File: config.mk
export PLATFORM = sky130hd
export DESIGN_NAME = swm_switch_matrix
export DESIGN_NICKNAME = d
export VERILOG_FILES = /design/src/rtl/swm_pkg.sv /design/src/rtl/swm_cfg_chain.sv /design/src/rtl/swm_mux.sv /design/src/rtl/swm_switch_matrix.sv
export SDC_FILE = /design/constraint.sdc
export NUM_CORES = 1
export LEC_CHECK = 0
export ABC_AREA = 0
export CAP_MARGIN = 40
export CORE_AREA = 2 2 39 41
export CTS_CLUSTER_DIAMETER = 100
export DETAILED_ROUTE_END_ITERATION = 7
export DIE_AREA = 0 0 41 43
export DONT_BUFFER_PORTS = 1
export HOLD_SLACK_MARGIN = 0.03
export SETUP_SLACK_MARGIN = 0.05
export SLEW_MARGIN = 25
export SYNTH_ARGS = -nofsm -noshare
export SYNTH_HDL_FRONTEND = slang
export SYNTH_SLANG_ARGS = --single-unit
File: constraint.sdc
create_clock -name clk -period 1.5 [get_ports clk]
set_clock_uncertainty 0.05 [all_clocks]
set_input_delay 0.075 -clock clk [delete_from_list [all_inputs] [get_ports clk]]
set_output_delay 0.075 -clock clk [all_outputs]
set_load 0.03 [all_outputs]
File: src/rtl/swm_pkg.sv
package swm_pkg;
  localparam int unsigned SWM_DEF_N_IN  = 4;
  localparam int unsigned SWM_DEF_N_OUT = 3;
  localparam int unsigned SWM_DEF_DW    = 1;

  function automatic int unsigned swm_sel_width(input int unsigned n_in);
    return (n_in > 1) ? $clog2(n_in) : 1;
  endfunction
endpackage

File: src/rtl/swm_cfg_chain.sv
module swm_cfg_chain #(
  parameter int unsigned TOT = 6
) (
  input  logic           clk,
  input  logic           rst,
  input  logic           shift_en,
  input  logic           shift_in,
  output logic           shift_out,
  output logic [TOT-1:0] cfg_bits
);
  logic [TOT-1:0] chain_q;

  generate
    if (TOT == 1) begin : g_single
      always_ff @(posedge clk) begin
        if (rst)           chain_q <= '0;
        else if (shift_en) chain_q <= shift_in;
      end
    end else begin : g_multi
      always_ff @(posedge clk) begin
        if (rst)           chain_q <= '0;
        else if (shift_en) chain_q <= {chain_q[TOT-2:0], shift_in};
      end
    end
  endgenerate

  assign cfg_bits  = chain_q;
  assign shift_out = chain_q[TOT-1];
endmodule

File: src/rtl/swm_mux.sv
module swm_mux #(
  parameter int unsigned N_IN = 4,
  parameter int unsigned DW   = 1,
  parameter int unsigned SW   = 2
) (
  input  logic [N_IN*DW-1:0] din,
  input  logic [SW-1:0]      sel,
  output logic [DW-1:0]      dout
);
  always_comb begin
    dout = '0;
    for (int k = 0; k < N_IN; k++) begin
      if (sel == SW'(k)) dout = din[k*DW +: DW];
    end
  end
endmodule

File: src/rtl/swm_switch_matrix.sv
module swm_switch_matrix #(
  parameter int unsigned N_IN  = swm_pkg::SWM_DEF_N_IN,
  parameter int unsigned N_OUT = swm_pkg::SWM_DEF_N_OUT,
  parameter int unsigned DW    = swm_pkg::SWM_DEF_DW
) (
  input  logic                clk,
  input  logic                rst,
  input  logic                cfg_shift_en,
  input  logic                cfg_sin,
  output logic                cfg_sout,
  input  logic [N_IN*DW-1:0]  m_in,
  output logic [N_OUT*DW-1:0] o_out
);
  localparam int unsigned SW  = swm_pkg::swm_sel_width(N_IN);
  localparam int unsigned TOT = N_OUT * SW;

  logic [TOT-1:0] cfg_bits;

  swm_cfg_chain #(.TOT(TOT)) u_chain (
    .clk      (clk),
    .rst      (rst),
    .shift_en (cfg_shift_en),
    .shift_in (cfg_sin),
    .shift_out(cfg_sout),
    .cfg_bits (cfg_bits)
  );

  generate
    for (genvar k = 0; k < N_OUT; k++) begin : g_out
      swm_mux #(.N_IN(N_IN), .DW(DW), .SW(SW)) u_mux (
        .din (m_in),
        .sel (cfg_bits[TOT-1-k*SW -: SW]),
        .dout(o_out[k*DW +: DW])
      );
    end
  endgenerate
endmodule

==> results of run 1 <==
layer usage:
metal,vias to the layer above,global-route usage [%]
met5,-,0
met1,92,3.537
met2,10,10.63
met4,0,14.00
li1,94,-
met3,2,1.571
logic make-up (layout without fill, tap and decap cells):
kind of cell,Yosys count,after routing,share of synthesized area (%)
AND/OR/NAND/NOR,6,6,7.562
buffers and inverters,4,7,9.242
multiplexers,9,9,42.86
flip-flops,6,6,40.34
worst max path at each step:
stage / slack (ns) / to
2_1_floorplan: 0.15 / o_out[0]
3_3_place_gp: 0.40 / o_out[2]
5_1_grt: 0.09 / o_out[2]
3_5_place_dp: 0.39 / o_out[2]
6_report: 0.14 / o_out[1]
4_1_cts: 0.12 / o_out[2]
timing repair:
item | CTS | global route
hold buffers | 3 | 0
endpoints found under the hold margin | 6 | 0
gates resized for setup | 0 | 0
layout by cell type, fill, tap and decap left out:
master | synthesis | routed
mux4_2 | 3 | 3
nor2_1 | 6 | 6
buf_4 | 3 | 1
clkbuf_4 | 0 | 3
dfxtp_1 | 6 | 6
dlygate4sd3_1 | 0 | 3
mux2i_1 | 6 | 6
area by class of cell:
type | count | share of cell area, %
flip-flops and latches | 6 | 34.29
multi-input cells | 15 | 42.86
well taps | 16 | 5.714
repair buffers | 4 | 10.71
clock buffers | 3 | 6.429
per-stage QoR:
| stage | hold slack (ns) | setup WS, ns | utilization [%] | total power [mW] | cell area (um^2) |
|---|---|---|---|---|---|
| floorplan | 0.09738 | 0.1456 | - | 0.2081 | 297.8 |
| global placement | 0.09955 | 0.4029 | 21.52 | 0.1982 | 297.8 |
| detailed placement | 0.1009 | 0.3862 | 21.52 | 0.1986 | 297.8 |
| CTS | 0.4229 | 0.1214 | 25.32 | 0.3558 | 350.3 |
| global route | 0.4326 | 0.08766 | 25.32 | 0.3582 | 350.3 |
| finish | 0.4222 | 0.1440 | 25.32 | 0.3439 | 350.3 |
power by group:
group	switching, mW	internal (mW)
combinational	0.0209	0.0190
sequential	0.00280	0.164
clock	0.0478	0.0898
==> results.tsv, run 1 <==
metric	value	unit
status	finished, final reports clean	
PortBufs	0	
clock buffer depth	2	
critical path required time	1.37	ns
sequential area share after synthesis	40.34	%
Yosys Warn Count	0	
asr flop ratio synth	0	%
final WL	429	um
clk sinks	6	
Vias/cell	4.500	
WHS Endpoint	o_out[1]	
clock-pin transition on the worst setup and hold timing paths	0.04	ns
crit path time final	1.356	ns
DP Cell Count	38	
final setup violation count	0	
Buf/Inv on CP	0	
WL/cell	9.750	um
Core Box Area	1384	um^2
wire length of the first global-routing pass	696	um
EDFF count, synth	0	
critical path's top delay family	multiplexers	
Largest register FFs	6	
number of global-route vias before repair	228	
initial drt markers	0	
share of the synthesized area in the top cell type	40.34	%
Post-CTS Setup Bufs	0	
met1 wire length	114	um
H-tree levels	1	
final cell count without fillers	44	
Antenna Nets Post-Route	0	
Power Density	981.7	nW/um^2
initial antenna violation count	0	
GRT Total Usage	6.928	%
Max-cap violations	0	
Hold Crit Class	in2out	
die area	1763	um^2
CP arrival	1.23	ns
fin crit share	90.40	%
Die Ht	43	um
FF-to-FF Start	u_chain.cfg_bits[0]$_SDFFE_PP0P_	
Boundary Pins	12	
Critical Path Start	u_chain.cfg_bits[3]$_SDFFE_PP0P_	
predominant post-synthesis flop cell	dfxtp_1	
reg2reg end	u_chain.cfg_bits[0]$_SDFFE_PP0P_	
fillcell total	143	
first-pass detailed-route iteration total	1	
uppermost layer routed	met4	
CP peak stage delay	0.63	ns
DR vias	198	
Mapped Nets	33	
Slowest-stage cell, CP	mux4_2	
Reg2Reg Depth	3	
Stages on worst setup path	1	
Synth area leaders	dfxtp_1, mux4_2, mux2i_1	
Crit Path Category	reg2out	
TritonCTS clock tree	yes	
Lkg Pwr	0.1416	nW
max_slew headroom	81.16	%
drt drc	0	
Avg Cell Area, Syn	11.91	um^2
met2 wire len	256	um
maximum vdd ir drop	0.0002075	V
startpoint types	register	
GP Congestion	0.5120	
chip width	41	um
met3 WL	43	um
Final nets	38	
layout cells sized above 1	25.00	%
Core Rows	14	
Remaining Overflow, GRT	0	
Worst Hold Launch	m_in[0]	
area grow syn2layout	17.65	%
clock latency on the worst-skew pair	0.24	ns
Final HPWL DP	354.2	um
Post-Syn Area	297.8	um^2
initial core utilization	21.52	%
post-synth top area cell	dfxtp_1	
diode count	0	
CTS Buf Count	3	
slack of the worst reg-to-reg path	0.29	ns
Crit Path Max Fanout	3	
maximum clock frequency	0.7375	GHz
Hold Crit Depth	1	
footprint of the multi-input gates	150.1	um^2
worst-path cell chain	mux4_2	
RSZ-0062 raised after global routing	no	
Worst Max-Slew Pin Slew	0.2816	ns
setup TNS	0	ns
Final Hold Fails	0	
register bit total from synthesis	6	
Pins Over Slew Limit	0	
Distinct cells, synth	6	
Root Driver	clkbuf_4	
Mapped Cells	25	
CP endpoint kind	primary output	
area occupied by registers	120.1	um^2
most frequent cells after synthesis	dfxtp_1, mux2i_1, nor2_1	
largest net degree at the start of global routing	7	
Note: power is estimated with default switching activity, not from simulation.
==> run 2: changes to the inputs <==
- RECOVER_POWER: default -> 100
- SYNTH_HIERARCHICAL: default -> 1
==> run 2 against run 1 <==
Net effect:
- critical path depth stayed put
- die area stayed put
- routed wire length is 18% higher
- sequential cell count stayed put
- cell area is 1.1% lower
- power is 2.5% higher
- maximum frequency hardly changed
- final cell count stayed put
- clock power is 5% higher
- setup slack worse by 0.00066 ns
- utilization is 0.27 points lower
- sequential share of layout area is 0.37 points higher
- critical path type unchanged
- largest cell class unchanged
- highest routed layer unchanged
==> results.tsv, run 2 <==
metric	value	unit
Layout Cell Area excl Fill	346.6	um^2
fin crit share	90.44	%
DR vias	192	
register bit total from synthesis	6	
Worst Max-Slew Pin Slew	0.3986	ns
Yosys Warn Count	6	
layout cells sized above 1	21.43	%
die area	1763	um^2
Final Hold Fails	0	
CP endpoint kind	primary output	
Lkg Pwr	0.1374	nW
maximum clock frequency	0.7371	GHz
Slowest-stage cell, CP	mux4_2	
DP Cell Count	38	
share of the synthesized area in the top cell type	41.56	%
setup TNS	0	ns
Crit Path Category	reg2out	
startpoint types	register	
clk sinks	6	
RSZ-0062 raised after global routing	no	
diode count	0	
Boundary Pins	12	
post-CTS sizing	0	
Largest register FFs	6	
WL/cell	11.55	um
initial drt markers	1	
Die Ht	43	um
Max-cap violations	0	
Core Box Area	1384	um^2
final setup violation count	0	
critical path's top delay family	multiplexers	
Post-Syn Area	289.0	um^2
Root Driver	clkbuf_4	
final cell count without fillers	44	
sequential area share after synthesis	41.56	%
Distinct cells, synth	6	
asr flop ratio synth	0	%
CP peak stage delay	0.63	ns
clock-pin transition on the worst setup and hold timing paths	0.04	ns
Mapped Cells	23	
Power Density	1017	nW/um^2
area of placed instances	297.8	um^2
wire length of the first global-routing pass	745	um
Mapped Nets	31	
GRT Total Usage	7.460	%
maximum vdd ir drop	0.0001781	V
first-pass detailed-route iteration total	2	
Vias/cell	4.364	
initial antenna violation count	0	
status	finished, final reports clean	
post-synth top area cell	dfxtp_1	
PortBufs	0	
clock buffer depth	2	
H-tree levels	1	
Antenna Nets Post-Route	0	
Final nets	38	
largest net degree at the start of global routing	7	
chip width	41	um
Synth area leaders	dfxtp_1, mux4_2, mux2i_1	
Core Rows	14	
area grow syn2layout	19.91	%
final core utilization	25.05	%
CTS Buf Count	3	
Remaining Overflow, GRT	0	
fillcell total	155	
number of global-route vias before repair	213	
Pins Over Slew Limit	0	
drt drc	0	
predominant post-synthesis flop cell	dfxtp_1	
clock latency on the worst-skew pair	0.24	ns
critical path required time	1.37	ns
worst-path cell chain	mux4_2	
crit path time final	1.357	ns
GP Congestion	0.5970	
CP arrival	1.23	ns
commonest cells after routing, fill and taps aside	mux2i_1, nor2_1, dfxtp_1	
Pwr Total	0.3524	mW
Hold Crit Class	in2out	
EDFF count, synth	0	
final WL	508	um
Crit Path Max Fanout	3	
Buf/Inv on CP	0	
most frequent cells after synthesis	dfxtp_1, mux2i_1, nor2_1	
TritonCTS clock tree	yes	
initial core utilization	20.89	%
max_slew headroom	73.42	%
Avg Cell Area, Syn	12.57	um^2
-- run 2: power breakdown --
part | total (mW) | switching, mW | internal [mW]
Combinational | 0.0407 | 0.0213 | 0.0195
Clock | 0.145 | 0.0551 | 0.0903
Sequential | 0.166 | 0.00288 | 0.163
Total | 0.352 | 0.0792 | 0.273
-- run 2: worst paths after layout --
path	to	cells past startpoint	slack, ns	start
worst max-delay path	o_out[0]	1	0.14	u_chain/cfg_bits[4]$_SDFFE_PP0P_
worst max register to register	u_chain/cfg_bits[0]$_SDFFE_PP0P_	3	0.27	u_chain/cfg_bits[0]$_SDFFE_PP0P_
worst min-delay path	o_out[1]	1	0.42	m_in[0]
worst min register to register	u_chain/cfg_bits[1]$_SDFFE_PP0P_	2	0.49	u_chain/cfg_bits[1]$_SDFFE_PP0P_
-- run 2: kinds of logic after synthesis --
group,synth area share [%]
simple gates,7.792
mux,44.16
buf+inv,6.494
flops,41.56
-- run 2: timing repair --
item | in CTS | in global routing
hold buffers | 3 | 0
buffers inserted | 0 | 0
hold endpoints to repair | 6 | 0
-- run 2: routing by layer --
| layer | share of wire, % | up-vias | wire [um] | GRT usage [%] |
|---|---|---|---|---|
| met5 | 0 | - | 0 | 0 |
| met4 | 3.0 | 0 | 15 | 8.000 |
| met3 | 12 | 2 | 59 | 6.283 |
| met2 | 51 | 11 | 258 | 10.31 |
| met1 | 34 | 86 | 175 | 5.537 |
| li1 | - | 93 | - | - |
-- run 2: cell type report --
cell class / count / area, um^2 / share of cell area, %
multi-input combinational: 15 / 150.1 / 43.32
clock buffer: 3 / 22.52 / 6.498
timing repair buffer: 4 / 33.78 / 9.747
tap: 16 / 20.02 / 5.776
sequential: 6 / 120.1 / 34.66
-- run 2: metrics by stage --
step	hold WS (ns)	setup WS (ns)
floorplan	0.09738	0.3249
global placement	0.09973	0.3963
detailed placement	0.1009	0.3880
CTS	0.4226	0.1226
global route	0.4318	0.09435
finish	0.4224	0.1433
==> run 3: changes to the inputs <==
--- a/config.mk
+++ b/config.mk
@@ -9,2 +9,4 @@
 export CAP_MARGIN = 40
+export CELL_PAD_IN_SITES_DETAIL_PLACEMENT = 0
+export CELL_PAD_IN_SITES_GLOBAL_PLACEMENT = 1
 export CORE_AREA = 2 2 39 41
@@ -15,2 +17,3 @@
 export HOLD_SLACK_MARGIN = 0.03
+export PLACE_DENSITY_LB_ADDON = 0.1
 export RECOVER_POWER = 100
==> constraint.sdc (replaced) <==
create_clock -name clk -period 1.5 [get_ports clk]
set_clock_uncertainty 0.05 [all_clocks]
set_input_delay 0.3 -clock clk [delete_from_list [all_inputs] [get_ports clk]]
set_output_delay 0.3 -clock clk [all_outputs]
set_load 0.03 [all_outputs]
==> run 3 against run 2 <==
Net effect:
- the run now ends with setup timing left
- sequential power about the same
- die area unchanged
- utilization is 1.1 points lower
- sequential share of layout area up 2.7 points
- global-route usage increased by 0.17 points
- critical path type unchanged
==> results.tsv, run 3 (synthesized netlist as in run 2, its figures left out) <==
metric	value	unit
Seq pwr share	48.6	%
CP arrival	1.19	ns
Root Driver	clkbuf_4	
die area	1763	um^2
Boundary Pins	12	
max_slew headroom	73.25	%
final setup violation count	3	
number of global-route vias before repair	193	
violated checks	setup timing	
initial drt markers	0	
CTS Buf Count	3	
Worst Max-Slew Pin Slew	0.4012	ns
Lkg Pwr	0.1310	nW
status	complete, but fails checks	
Core Rows	14	
GP Congestion	0.6124	
critical path required time	1.15	ns
first-pass detailed-route iteration total	1	
Max-cap violations	0	
DR vias	187	
Final nets	37	
H-tree levels	1	
final WL	549	um
Buf/Inv on CP	0	
Pwr Total	0.3426	mW
CP peak stage delay	0.61	ns
WL/cell	12.77	um
final cell count without fillers	43	
Net Sw Power	0.07400	mW
Remaining Overflow, GRT	0	
Hold Crit Class	in2reg	
layout cells sized above 1	37.04	%
largest net degree at the start of global routing	7	
wire length of the first global-routing pass	821	um
initial core utilization	20.89	%
Power Density	1033	nW/um^2
Int Pwr	0.2686	mW
GRT Total Usage	7.631	%
Crit Path Max Fanout	3	
Vias/cell	4.349	
Sw Ratio	21.60	%
Slowest-stage cell, CP	mux4_2	
chip width	41	um
RSZ-0062 raised after global routing	yes	
initial antenna violation count	0	
Largest register FFs	6	
diode count	0	
area grow syn2layout	14.72	%
clock-pin transition on the worst setup and hold timing paths	0.04	ns
worst-path cell chain	mux4_2	
clock latency on the worst-skew pair	0.24	ns
Clock Power Share	42.5	%
commonest cells after routing, fill and taps aside	mux2i_1, nor2_1	
fin crit share	102.9	%
fillcell total	153	
DP Cell Count	38	
drt drc	0	
Comb pwr share	8.9	%
maximum vdd ir drop	0.0002421	V
startpoint types	register	
critical path's top delay family	multiplexers	
Die Ht	43	um
maximum clock frequency	0.6480	GHz
crit path time final	1.543	ns
Pins Over Slew Limit	0	
clk sinks	6	
Antenna Nets Post-Route	0	
Core Box Area	1384	um^2
post-route worst setup slack	-0.04312	ns
CP endpoint kind	primary output	
TritonCTS clock tree	yes	
clock buffer depth	2	
PortBufs	0	
Final Hold Fails	0	
Crit Path Category	reg2out	
## run 3: routing by layer
layer,track usage [%],vias to the layer above,share of wire (%)
met5,0,-,0
met4,8.000,0,0.91
met3,4.188,2,13
met2,9.375,10,48
met1,8.360,84,38
li1,-,91,-
## run 3: path summary, 6_finish.rpt
kind	startpoint	endpoint	slack [ns]	cells past startpoint
worst max-delay path	u_chain/cfg_bits[0]$_SDFFE_PP0P_	o_out[2]	-0.04	1
worst min-delay path	rst	u_chain/cfg_bits[0]$_SDFFE_PP0P_	0.07	1
worst min register to register	u_chain/cfg_bits[0]$_SDFFE_PP0P_	u_chain/cfg_bits[0]$_SDFFE_PP0P_	0.47	2
worst max register to register	u_chain/cfg_bits[5]$_SDFFE_PP0P_	u_chain/cfg_bits[5]$_SDFFE_PP0P_	0.50	3
## run 3: cell type report
cell class | instances | area [um^2] | share of cell area [%]
multi-input combinational | 15 | 150.1 | 45.28
timing repair buffer | 3 | 15.01 | 4.528
sequential | 6 | 123.9 | 37.36
clock buffer | 3 | 22.52 | 6.792
tap | 16 | 20.02 | 6.038
## run 3: repair_timing
action | 4_1_cts | 5_1_grt
resized for setup | 3 | 0
hold buffers | 0 | 0
setup endpoints to repair | 3 | 3
pin swaps | 0 | 0
setup buffers | 2 | 0
## run 3: power groups by stage
stage          Clock (mW)  Sequential [mW]  Combinational [mW]
2_1_floorplan           0            0.169              0.0345
3_3_place_gp            0            0.169              0.0301
3_5_place_dp            0            0.169              0.0299
4_1_cts             0.158            0.167              0.0309
5_1_grt             0.165            0.167              0.0319
6_report            0.146            0.167              0.0304
## run 3: metrics by stage
stage               cell area [um^2]  util [%]  setup TNS, ns  hold WS (ns)  setup WS, ns
floorplan                      289.0         -              0        0.3224       0.09987
detailed placement             297.8     21.52              0        0.3258        0.1556
CTS                            339.1     24.50        -0.1537       0.05523      -0.06485
finish                         331.6     23.96       -0.09607       0.06777      -0.04312
global route                   331.6     23.96        -0.2281       0.05342      -0.08086
global placement               297.8     21.52              0        0.3233        0.1618
